===== config.mk =====
export PLATFORM = sky130hd
export DESIGN_NAME = spi_eeprom_page_writer
export DESIGN_NICKNAME = d
export VERILOG_FILES = /design/src/rtl/spi_eew_pkg.sv /design/src/rtl/spi_eew_half_timer.sv /design/src/rtl/spi_eew_shifter.sv /design/src/rtl/spi_eeprom_page_writer.sv
export SDC_FILE = /design/constraint.sdc
export NUM_CORES = 1
export LEC_CHECK = 0
export ABC_CLOCK_PERIOD_IN_PS = 4400
export BUFFER_PORTS_ARGS = -buffer_cell sky130_fd_sc_hd__buf_2
export CORE_MARGIN = 1
export CORE_UTILIZATION = 60
export DETAILED_ROUTE_END_ITERATION = 10
export PLACE_DENSITY = 0.81
export SLEW_MARGIN = 20
export SYNTH_ARGS = -nofsm -noshare
export SYNTH_HDL_FRONTEND = slang
export SYNTH_SLANG_ARGS = --single-unit

===== constraint.sdc =====
create_clock -name clk -period 4.4 [get_ports clk]
set_input_delay 0.44 -clock clk [delete_from_list [all_inputs] [get_ports clk]]
set_output_delay 0.44 -clock clk [all_outputs]
set_load 0.05 [all_outputs]

===== src/rtl/spi_eew_pkg.sv =====
package spi_eew_pkg;

  localparam logic [7:0] OP_STATUS_RD = 8'h05;
  localparam logic [7:0] OP_WR_ENABLE = 8'h06;
  localparam logic [7:0] OP_WR_DATA   = 8'h02;
  localparam logic [7:0] OP_HI_ADDR   = 8'h08;

  typedef enum logic [3:0] {
    S_IDLE, S_SEL, S_POLL_OP, S_POLL_RX, S_GAP_HI, S_GAP_LO,
    S_WREN, S_WCMD, S_WADDR, S_WGET, S_WDATA, S_ENDPG, S_FIN
  } sew_state_t;

  // request lies fully inside the device
  function automatic logic req_in_range(input int unsigned off,
                                        input int unsigned cnt,
                                        input int unsigned dev_words);
    return (cnt != 0) && (off < dev_words) && (cnt <= dev_words - off);
  endfunction

  // true when word offset next_word starts a new page
  function automatic logic page_closes(input int unsigned next_word,
                                       input int unsigned page_bytes);
    return ((next_word * 2) % page_bytes) == 0;
  endfunction

  function automatic logic [15:0] swap_bytes(input logic [15:0] w);
    return {w[7:0], w[15:8]};
  endfunction

  // byte address sent on the wire, truncated to the address field width
  function automatic logic [15:0] byte_addr(input int unsigned word_off,
                                            input int unsigned abits);
    int unsigned b;
    b = word_off * 2;
    if (abits < 16) b = b % (32'd1 << abits);
    return 16'(b);
  endfunction

  function automatic logic [7:0] write_opcode(input int unsigned word_off,
                                              input int unsigned abits);
    logic [7:0] op;
    op = OP_WR_DATA;
    if (abits == 8 && word_off >= 128) op = op | OP_HI_ADDR;
    return op;
  endfunction

endpackage


===== src/rtl/spi_eew_half_timer.sv =====
module spi_eew_half_timer #(
  parameter int HALF_DIV = 2
) (
  input  logic clk,
  input  logic rst_n,
  input  logic clear,
  input  logic en,
  output logic expire
);
  localparam int CW = (HALF_DIV > 1) ? $clog2(HALF_DIV) : 1;

  logic [CW-1:0] cnt;

  assign expire = en && (cnt == CW'(HALF_DIV - 1));

  always_ff @(posedge clk or negedge rst_n) begin
    if (!rst_n)                cnt <= '0;
    else if (clear || expire)  cnt <= '0;
    else if (en)               cnt <= cnt + 1'b1;
  end
endmodule


===== src/rtl/spi_eew_shifter.sv =====
module spi_eew_shifter #(
  parameter int SH_W     = 16,
  parameter int RX_W     = 8,
  parameter int HALF_DIV = 2,
  localparam int NB_W    = $clog2(SH_W + 1)
) (
  input  logic            clk,
  input  logic            rst_n,
  input  logic            go,
  input  logic            rd_mode,
  input  logic [NB_W-1:0] nbits,
  input  logic [SH_W-1:0] tx,
  input  logic            miso,
  output logic            sclk,
  output logic            mosi,
  output logic            fin,
  output logic [RX_W-1:0] rx
);
  logic [SH_W-1:0] sh;
  logic [SH_W-1:0] aligned;
  logic [NB_W-1:0] left;
  logic            busy;
  logic            hi;
  logic            rd;
  logic            half_up;

  spi_eew_half_timer #(.HALF_DIV(HALF_DIV)) u_half (
    .clk(clk), .rst_n(rst_n), .clear(go), .en(busy), .expire(half_up)
  );

  // first bit of the field moved to the top
  always_comb aligned = tx << (NB_W'(SH_W) - nbits);

  always_ff @(posedge clk or negedge rst_n) begin
    if (!rst_n) begin
      sh <= '0; left <= '0; busy <= 1'b0; hi <= 1'b0; rd <= 1'b0;
      sclk <= 1'b0; mosi <= 1'b0; fin <= 1'b0; rx <= '0;
    end else begin
      fin <= 1'b0;
      if (go) begin
        busy <= 1'b1;
        hi   <= 1'b0;
        sclk <= 1'b0;
        rd   <= rd_mode;
        left <= nbits;
        sh   <= aligned;
        rx   <= '0;
        mosi <= rd_mode ? 1'b0 : aligned[SH_W-1];
      end else if (busy && half_up) begin
        if (!hi) begin
          sclk <= 1'b1;
          hi   <= 1'b1;
        end else begin
          sclk <= 1'b0;
          hi   <= 1'b0;
          if (rd) rx <= {rx[RX_W-2:0], miso};
          sh   <= sh << 1;
          left <= left - 1'b1;
          if (left == NB_W'(1)) begin
            busy <= 1'b0;
            fin  <= 1'b1;
            mosi <= 1'b0;
          end else begin
            mosi <= rd ? 1'b0 : sh[SH_W-2];
          end
        end
      end
    end
  end
endmodule


===== src/rtl/spi_eeprom_page_writer.sv =====
module spi_eeprom_page_writer
  import spi_eew_pkg::*;
#(
  parameter int DEV_WORDS  = 256,
  parameter int ADDR_BITS  = 8,
  parameter int OPC_W      = 8,
  parameter int PAGE_BYTES = 16,
  parameter int HALF_DIV   = 2,
  parameter int POLL_MAX   = 4,
  localparam int OFS_W     = $clog2(DEV_WORDS),
  localparam int CNT_W     = OFS_W + 1
) (
  input  logic             clk,
  input  logic             rst_n,
  input  logic             start,
  input  logic [OFS_W-1:0] start_off,
  input  logic [CNT_W-1:0] word_cnt,
  input  logic [15:0]      word_data,
  input  logic             word_valid,
  output logic             word_ready,
  output logic             done,
  output logic             err,
  output logic             cs_n,
  output logic             sclk,
  output logic             mosi,
  input  logic             miso
);
  localparam int SH_W = 16;
  localparam int RX_W = 8;
  localparam int NB_W = $clog2(SH_W + 1);
  localparam int RT_W = $clog2(POLL_MAX + 1);

  sew_state_t       state, gap_next;
  logic             cs_q, err_q, launched;
  logic [CNT_W-1:0] cur_off, remaining;
  logic [RT_W-1:0]  retries;
  logic [15:0]      word_q;

  logic             is_shift, sh_go, sh_rd, sh_fin;
  logic [NB_W-1:0]  sh_nb;
  logic [SH_W-1:0]  sh_tx;
  logic [RX_W-1:0]  sh_rx;
  logic             cs_wait, cs_half;
  logic             req_ok, last_of_page;

  // named events for the checker
  logic             ev_idle, ev_poll_done;
  logic [RX_W-1:0]  ev_status;

  assign ev_idle      = (state == S_IDLE);
  assign ev_poll_done = (state == S_POLL_RX) && sh_fin;
  assign ev_status    = sh_rx;

  assign req_ok       = req_in_range(int'(start_off), int'(word_cnt), DEV_WORDS);
  assign last_of_page = page_closes(int'(cur_off) + 1, PAGE_BYTES);

  assign is_shift = (state == S_POLL_OP) || (state == S_POLL_RX) || (state == S_WREN) ||
                    (state == S_WCMD) || (state == S_WADDR) || (state == S_WDATA);
  assign sh_go    = is_shift && !launched;
  assign cs_wait  = (state == S_SEL) || (state == S_GAP_HI) ||
                    (state == S_GAP_LO) || (state == S_ENDPG);

  always_comb begin
    sh_rd = 1'b0;
    sh_nb = '0;
    sh_tx = '0;
    case (state)
      S_POLL_OP: begin sh_nb = NB_W'(OPC_W); sh_tx = SH_W'(OP_STATUS_RD); end
      S_POLL_RX: begin sh_nb = NB_W'(RX_W); sh_rd = 1'b1; end
      S_WREN:    begin sh_nb = NB_W'(OPC_W); sh_tx = SH_W'(OP_WR_ENABLE); end
      S_WCMD:    begin
        sh_nb = NB_W'(OPC_W);
        sh_tx = SH_W'(write_opcode(int'(cur_off), ADDR_BITS));
      end
      S_WADDR:   begin
        sh_nb = NB_W'(ADDR_BITS);
        sh_tx = SH_W'(byte_addr(int'(cur_off), ADDR_BITS));
      end
      S_WDATA:   begin sh_nb = NB_W'(16); sh_tx = SH_W'(swap_bytes(word_q)); end
      default:   ;
    endcase
  end

  spi_eew_shifter #(.SH_W(SH_W), .RX_W(RX_W), .HALF_DIV(HALF_DIV)) u_shift (
    .clk(clk), .rst_n(rst_n), .go(sh_go), .rd_mode(sh_rd), .nbits(sh_nb),
    .tx(sh_tx), .miso(miso), .sclk(sclk), .mosi(mosi), .fin(sh_fin), .rx(sh_rx)
  );

  spi_eew_half_timer #(.HALF_DIV(HALF_DIV)) u_cs_time (
    .clk(clk), .rst_n(rst_n), .clear(!cs_wait), .en(cs_wait), .expire(cs_half)
  );

  always_ff @(posedge clk or negedge rst_n) begin
    if (!rst_n) begin
      state     <= S_IDLE;
      gap_next  <= S_IDLE;
      cs_q      <= 1'b1;
      err_q     <= 1'b0;
      launched  <= 1'b0;
      cur_off   <= '0;
      remaining <= '0;
      retries   <= '0;
      word_q    <= '0;
    end else begin
      if (sh_go) launched <= 1'b1;
      case (state)
        S_IDLE: if (start) begin
          cur_off   <= CNT_W'(start_off);
          remaining <= word_cnt;
          retries   <= '0;
          if (req_ok) begin
            err_q <= 1'b0;
            cs_q  <= 1'b0;
            state <= S_SEL;
          end else begin
            err_q <= 1'b1;
            state <= S_FIN;
          end
        end
        S_SEL: if (cs_half) state <= S_POLL_OP;
        S_POLL_OP: if (sh_fin) begin
          launched <= 1'b0;
          state    <= S_POLL_RX;
        end
        S_POLL_RX: if (sh_fin) begin
          launched <= 1'b0;
          cs_q     <= 1'b1;
          if (!sh_rx[0]) begin
            gap_next <= S_WREN;
            state    <= S_GAP_HI;
          end else if (retries == RT_W'(POLL_MAX - 1)) begin
            err_q <= 1'b1;
            state <= S_FIN;
          end else begin
            retries  <= retries + 1'b1;
            gap_next <= S_POLL_OP;
            state    <= S_GAP_HI;
          end
        end
        S_GAP_HI: if (cs_half) begin
          cs_q  <= 1'b0;
          state <= S_GAP_LO;
        end
        S_GAP_LO: if (cs_half) state <= gap_next;
        S_WREN: if (sh_fin) begin
          launched <= 1'b0;
          cs_q     <= 1'b1;
          gap_next <= S_WCMD;
          state    <= S_GAP_HI;
        end
        S_WCMD: if (sh_fin) begin
          launched <= 1'b0;
          state    <= S_WADDR;
        end
        S_WADDR: if (sh_fin) begin
          launched <= 1'b0;
          state    <= S_WGET;
        end
        S_WGET: if (word_valid) begin
          word_q <= word_data;
          state  <= S_WDATA;
        end
        S_WDATA: if (sh_fin) begin
          launched  <= 1'b0;
          cur_off   <= cur_off + 1'b1;
          remaining <= remaining - 1'b1;
          if (remaining == CNT_W'(1) || last_of_page) begin
            cs_q  <= 1'b1;
            state <= S_ENDPG;
          end else begin
            state <= S_WGET;
          end
        end
        S_ENDPG: if (cs_half) begin
          if (remaining == '0) begin
            state <= S_FIN;
          end else begin
            cs_q    <= 1'b0;
            retries <= '0;
            state   <= S_SEL;
          end
        end
        S_FIN:   state <= S_IDLE;
        default: state <= S_IDLE;
      endcase
    end
  end

  assign word_ready = (state == S_WGET);
  assign done       = (state == S_FIN);
  assign err        = err_q;
  assign cs_n       = cs_q;
endmodule


==> results.sh, run 1 <==
export IMPL_cts_sinks=75
export IMPL_grt_overflow=0
export IMPL_cts_setup_buffers=0
export IMPL_startpoint_type="flip-flop"
export IMPL_clk_latency_ns=0.35
export IMPL_syn_num_nets=546
export IMPL_diodes=0
export IMPL_tightest_slew_ns=0.830
export IMPL_layout_drive_gt1_share=0.177
export IMPL_ys_ff_latch=75
export IMPL_yosys_top_cells_area="dfrtp_1 41%, ha_1 5.3%, mux2_2 4.7%"
export IMPL_wl_per_cell_um=16.5
export IMPL_hold_class="in2async"
export IMPL_grt_pass1_vias=3552
export IMPL_max_cap_viol_count=0
export IMPL_rsz0062_at_grt="false"
export IMPL_synthArstFlopShare=1.00
export IMPL_syn2layout_area_growth_pct=9.24
export IMPL_synth_main_ff_cell="dfrtp_1"
export IMPL_cp_max_fo=26
export IMPL_die_y_um=88.7
export IMPL_fin_crit_ns=3.04
export IMPL_dr_total_vias=3804
export IMPL_status="complete, no violations"
export IMPL_cts_max_level=3
export IMPL_preCtsSetupSlack_ns=1.32
export IMPL_drt_total_wl_um=10200
export IMPL_fin_ws_ns=1.36
export IMPL_finish_utilization=0.679
export IMPL_ys_seq_area_frac=0.416
export IMPL_syn_avg_cell_area_sq_um=9.22
export IMPL_endpoint_kind="flip-flop"
export IMPL_setup_viol=0
export IMPL_r2r_slack_ns=1.36
export IMPL_coreArea_sq_mm=0.00725
export IMPL_grt_antenna_before_repair=0
export IMPL_final_nets=574
export IMPL_initialDrtViolationCount=217
export IMPL_vias_per_cell=6.14
export IMPL_setup_tns_final_ns=0
export IMPL_ir_worst_vdd_mv=0.287
export IMPL_slew_viol_final=0
export IMPL_crit_chain="nor2b_1 -> and3b_1 -> inv_2 -> ha_1 -> o21ba_2 -> mux2_2 -> a32oi_1 -> o22ai_1"
export IMPL_max_freq_mhz=329
export IMPL_clockRootBuffer="clkbuf_8"
export IMPL_critPathSlowestCell="dfrtp_1"
export IMPL_ys_top_cells_by_count="74 x dfrtp_1, 43 x nor2_1, 40 x o21ai_0, 39 x a21oi_1, 33 x nand2_1"
export IMPL_yosysTopAreaCell="dfrtp_1"
export IMPL_relSlewSlack=0.447
export IMPL_synthDistinctLibCells=63
export IMPL_cts_inserted_buffers=9
export IMPL_start_util=0.622
export IMPL_p_per_area_mw_per_mm2=667
export IMPL_netlist_instances=489
export IMPL_min_period_over_period=0.691
export IMPL_p_leak_nw=2.10
export IMPL_synth_most_common_cell="dfrtp_1"
export IMPL_grt_max_degree=50
export IMPL_die_area_sq_mm=0.00787
export IMPL_grt_pass1_wl_um=17000
export IMPL_crit_arrival_ns=3.26
export IMPL_holdBufCountCts=0
export IMPL_drt_pass1_iter_count=5
export IMPL_die_x_um=88.7
export IMPL_crit_type="reg2reg"
export IMPL_finalInstanceArea_sq_mm=0.00493
export IMPL_rows=31
export IMPL_grt_usage=0.283
export IMPL_hold_viol=0
export IMPL_place_area_sq_mm=0.00474
export IMPL_clk_pin_slew_worst_paths_ns=0.08
export IMPL_yosysWarningCount=0
export IMPL_port_buffers=43
export IMPL_synth_edf_count=0
export IMPL_cts_tree="done"
export IMPL_drc=0
export IMPL_total_power_w=0.00329
export IMPL_cts_resized_gates=0
export IMPL_cpPeakStageDelay_ns=0.67
export IMPL_cts_path_max_buffers=2
export IMPL_ant_nets=0
export IMPL_dp_hpwl_um=7300
export IMPL_cp_required_ns=4.62
export IMPL_synth_top_area_share=0.411
export IMPL_gp_congestion=0.934
export IMPL_boundaryPins=44
export IMPL_finClkSkew_ns=0.0128
export IMPL_mappedNetlistArea_sq_mm=0.00451
[worst paths after layout]
| path | startpoint | to | cells after the start |
|---|---|---|---|
| setup / recovery | state[2]$_DFFE_PN0P_ | u_shift.sh[14]$_DFFE_PN0P_ | 8 |
| hold / removal | rst_n | retries[0]$_DFFE_PN0P_ | 1 |
| setup reg to reg | state[2]$_DFFE_PN0P_ | u_shift.sh[14]$_DFFE_PN0P_ | 8 |
| hold reg to reg | gap_next[1]$_DFFE_PN0P_ | gap_next[1]$_DFFE_PN0P_ | 1 |
| max in group asynchronous | rst_n | launched$_DFF_PN0_ | 2 |
| min in group clk | word_data[7] | word_q[7]$_DFFE_PN0P_ | 2 |
[cell type report]
type / count / area, sq um
clock buffers: 9 / 124
clock inverters: 6 / 65.1
fillers: 601 / 2330
inverters: 20 / 75.1
multi-input cells: 365 / 2420
flip-flops and latches: 75 / 1880
well taps: 99 / 124
repair buffers: 46 / 238
[state kept, by name, summed over array words and instances, names as in the netlist]
name,cells
word_q,16
u_shift.sh,15
cur_off,9
remaining,9
u_shift.left,5
state,4
gap_next,3
retries,3
cs_n,1
err,1
launched,1
u_cs_time.cnt,1
u_shift.busy,1
u_shift.fin,1
u_shift.mosi,1
u_shift.rd,1
u_shift.rx,1
u_shift.sclk,1
u_shift.u_half.cnt,1
[logic make-up (layout without fill, tap and decap cells)]
kind of cell               count (synthesis)  count (layout)  synth area share
AOI/OAI and AO/OA                        151             151             0.211
and+or+nand+nor                          149             149             0.170
DFF                                       75              75             0.416
buffers and inverters                     49              81            0.0463
muxes                                     31              31            0.0741
adders and majority gates                 19              19            0.0527
xor gates and xnor gates                  15              15            0.0291
[report_power, final]
group | internal (W) | switching (W)
logic | 0.000604 | 0.000792
registers | 0.000997 | 0.000370
clock network | 0.000260 | 0.000264
total | 0.00186 | 0.00143
[metal layers]
layer  track usage  up-vias  wire length, um
li1              -     1840                -
met1         0.394     1800             4690
met2         0.441      142             4790
met3        0.0476       22              552
met5             0        -                0
met4         0.114        0              201
[per-stage QoR]
stage | hold slack (ns) | std cells
global placement | 0.447 | 605
floorplan | 0.144 | 489
CTS | 0.109 | 620
detailed placement | 0.449 | 605
global route | 0.155 | 620
finish | 0.0962 | 620
[critical path, delay by kind of cell, from the launching register on]
family / cells / cell delay, ns
muxes: 1 / 0.37
buffers and inverters: 1 / 0.19
DFF: 1 / 0.67
AOI/OAI and AO/OA: 3 / 0.66
and+or+nand+nor: 2 / 0.75
adders and majority gates: 1 / 0.27
[cells in the final DEF, fill, tap and decap left out, types with 3 or more instances in the layout]
master and count:
a211o_1 3, a21oi_1 39, a22oi_1 9, a31oi_1 8, and3_1 4, buf_2 43
buf_4 3, clkbuf_8 9, dfrtp_1 74, ha_1 19, inv_1 18, mux2_2 19
mux2i_1 12, nand2_1 33, nand2b_1 4, nand3_1 14, nand3b_1 4, nand4_1 3
nor2_1 43, nor2b_1 7, nor3_1 13, nor4_1 6, nor4b_1 4, o211ai_1 3
o21a_1 5, o21ai_0 40, o22ai_1 15, o2bb2ai_1 3, or3_1 3, xnor2_1 6
xor2_1 9
No activity file was read; power rests on OpenSTA's default activity.
==> run 2, diff against run 1 <==
- ABC_AREA: default -> 1
- ABC_CLOCK_PERIOD_IN_PS: 4400 -> 2600
- CORE_UTILIZATION: 60 -> 54
- PLACE_DENSITY: 0.81 -> 0.77
- clock period: 4.4 -> 2.6 ns (I/O delays scaled with it)
==> results.sh, run 2 <==
export IMPL_hold_viol=0
export IMPL_hold_class="in2async"
export IMPL_final_cell_mix="142 x nand2_1, 80 x inv_1, 74 x dfrtp_1"
export IMPL_synth_simple_area_share=0.251
export IMPL_yosysTopAreaCell="dfrtp_1"
export IMPL_p_per_area_mw_per_mm2=1150
export IMPL_wl_per_cell_um=14.7
export IMPL_synth_top_family_by_area="simple AND/OR/NAND/NOR gates"
export IMPL_crit_arrival_ns=2.42
export IMPL_preCtsSetupSlack_ns=0.108
export IMPL_cp_max_fo=7
export IMPL_clk_pin_slew_worst_paths_ns=0.09
export IMPL_rr_startpoint="state[1]$_DFFE_PN0P_"
export IMPL_status="complete, no violations"
export IMPL_dr_total_vias=4223
export IMPL_cts_inserted_buffers=9
export IMPL_mappedNetlistArea_sq_mm=0.00453
export IMPL_synth_compound_area_frac=0.153
export IMPL_ff2ff_path_depth=11
export IMPL_yosys_top_cells_area="dfrtp_1 41%, nand2_1 12%, inv_1 6.6%"
export IMPL_clk_latency_ns=0.36
export IMPL_drt_pass1_iter_count=7
export IMPL_ys_top_cells_by_count="142 x nand2_1, 80 x inv_1, 74 x dfrtp_1, 48 x nor2_1"
export IMPL_ant_nets=0
export IMPL_critical_path_startpoint="state[1]$_DFFE_PN0P_"
export IMPL_synthMuxAreaShare=0.0199
export IMPL_max_cap_viol_count=0
export IMPL_grt_antenna_before_repair=0
export IMPL_ys_seq_area_frac=0.414
export IMPL_synth_top_area_share=0.408
export IMPL_max_freq_mhz=472
export IMPL_drt_total_wl_um=11100
export IMPL_port_buffers=43
export IMPL_synth_edf_count=0
export IMPL_netlist_instances=598
export IMPL_syn_num_nets=655
export IMPL_met2_usage=0.411
export IMPL_grt_pass1_vias=3839
export IMPL_cts_resized_gates=0
export IMPL_min_period_over_period=0.814
export IMPL_endpoint="u_shift.sh[12]$_DFFE_PN0P_"
export IMPL_layout_drive_gt1_share=0.149
export IMPL_endpoint_kind="flip-flop"
export IMPL_grt_overflow=0
export IMPL_cts_path_max_buffers=2
export IMPL_vias_per_cell=5.60
export IMPL_coreArea_sq_mm=0.00818
export IMPL_seqCellArea_sq_mm=0.00188
export IMPL_grt_usage=0.271
export IMPL_tightest_slew_ns=0.957
export IMPL_grt_pass1_wl_um=18500
export IMPL_fillers=746
export IMPL_ir_worst_vdd_mv=0.449
export IMPL_startpoint_type="flip-flop"
export IMPL_p_leak_nw=2.58
export IMPL_holdBufCountCts=0
export IMPL_ys_ff_latch=75
export IMPL_synth_main_ff_cell="dfrtp_1"
export IMPL_drc=0
export IMPL_die_x_um=93.6
export IMPL_cts_tree="done"
export IMPL_slew_viol_final=0
export IMPL_boundaryPins=44
export IMPL_cp_required_ns=2.91
export IMPL_finClkSkew_ns=0.0144
export IMPL_die_area_sq_mm=0.00877
export IMPL_syn2layout_area_growth_pct=12.7
export IMPL_cts_sinks=75
export IMPL_met3_usage=0.0358
export IMPL_r2r_slack_ns=0.48
export IMPL_die_y_um=93.6
export IMPL_busiest_layer="met2"
export IMPL_final_common_cell="nand2_1"
export IMPL_largest_reg_flops=16
export IMPL_initialDrtViolationCount=349
export IMPL_synthArstFlopShare=1.00
export IMPL_synthAdderAreaFrac=0.0524
export IMPL_setup_tns_final_ns=0
export IMPL_fin_ws_ns=0.483
export IMPL_diodes=0
export IMPL_synth_xor_area_frac=0.0212
export IMPL_reg_top3="word_q: 16 flops, u_shift.sh: 15 flops"
export IMPL_fin_crit_ns=2.12
export IMPL_syn_avg_cell_area_sq_um=7.58
export IMPL_dp_hpwl_um=8210
export IMPL_synth_most_common_cell="nand2_1"
export IMPL_timing_rr_end="u_shift.sh[12]$_DFFE_PN0P_"
export IMPL_cts_setup_buffers=0
export IMPL_cts_max_level=3
export IMPL_multi_input_area_sq_mm=0.00225
export IMPL_grt_max_degree=76
export IMPL_rsz0062_at_grt="false"
export IMPL_largest_register="word_q"
export IMPL_start_util=0.555
export IMPL_yosysWarningCount=0
export IMPL_setup_viol=0
export IMPL_relSlewSlack=0.362
export IMPL_synthDistinctLibCells=36
export IMPL_use_met1=0.400
export IMPL_gp_congestion=0.924
export IMPL_rows=33
export IMPL_crit_type="reg2reg"
export IMPL_clockRootBuffer="clkbuf_8"
export IMPL_final_nets=701
[run 2: worst max-delay path, stage by stage, from the launching register on]
cell and delay [ns]:
dfrtp_1 0.45, nor2_1 0.22, nand2_1 0.21, nand2_1 0.14, inv_1 0.05, ha_1 0.35, inv_1 0.11, nor2_4 0.20
nand3_1 0.11, o211ai_1 0.10, nand2_1 0.07, nand2_1 0.06
[run 2: how the worst min path moves through the flow]
stage                                 start                 endpoint  slack (ns)  depth (start not counted)
finish                                rst_n   retries[0]$_DFFE_PN0P_        0.02                          1
global route                          rst_n   retries[2]$_DFFE_PN0P_        0.11                          1
CTS                                   rst_n   retries[0]$_DFFE_PN0P_        0.07                          1
detailed placement  gap_next[1]$_DFFE_PN0P_  gap_next[1]$_DFFE_PN0P_        0.45                          2
global placement    gap_next[1]$_DFFE_PN0P_  gap_next[1]$_DFFE_PN0P_        0.44                          2
floorplan                             rst_n   cur_off[0]$_DFFE_PN0P_       -0.04                          0
[run 2: final cells by class]
class / count / share of cell area
Multi-Input combinational cell: 422 / 0.441
Inverter: 87 / 0.0644
Timing Repair Buffer: 49 / 0.0514
Sequential cell: 75 / 0.368
Tap cell: 105 / 0.0257
Clock buffer: 9 / 0.0242
Clock inverter: 7 / 0.0255
[run 2: routing by layer]
layer | part of all wire | wire, um
met2 | 0.45 | 5010
met4 | 0.018 | 200
met3 | 0.053 | 588
met5 | 0 | 0
met1 | 0.48 | 5300
[run 2: power breakdown]
group / internal [W] / switching (W)
clock: 0.000658 / 0.000505
combinational: 0.000902 / 0.00184
sequential: 0.00168 / 0.000306
[run 2: through the flow]
step | hold slack, ns | util | instances | area, sq um | total power (W)
2_1_floorplan | -0.0356 | - | 598 | 4530 | 0.00402
4_1_cts | 0.0747 | 0.625 | 754 | 5110 | 0.00587
3_5_place_dp | 0.450 | 0.594 | 738 | 4860 | 0.00471
6_report | 0.0235 | 0.625 | 754 | 5110 | 0.00589
5_1_grt | 0.112 | 0.625 | 754 | 5110 | 0.00637
3_3_place_gp | 0.441 | 0.594 | 738 | 4860 | 0.00463
[run 2: kinds of logic (layout without fill, tap and decap cells)]
group / count (synthesis) / in the layout
AND/OR/NAND/NOR: 263 / 263
AO/OA/AOI/OAI: 121 / 121
buffers and inverters: 101 / 152
flip-flops: 75 / 75
adder cells (fa/ha/maj): 19 / 19
XOR/XNOR: 11 / 11
multiplexers: 8 / 8
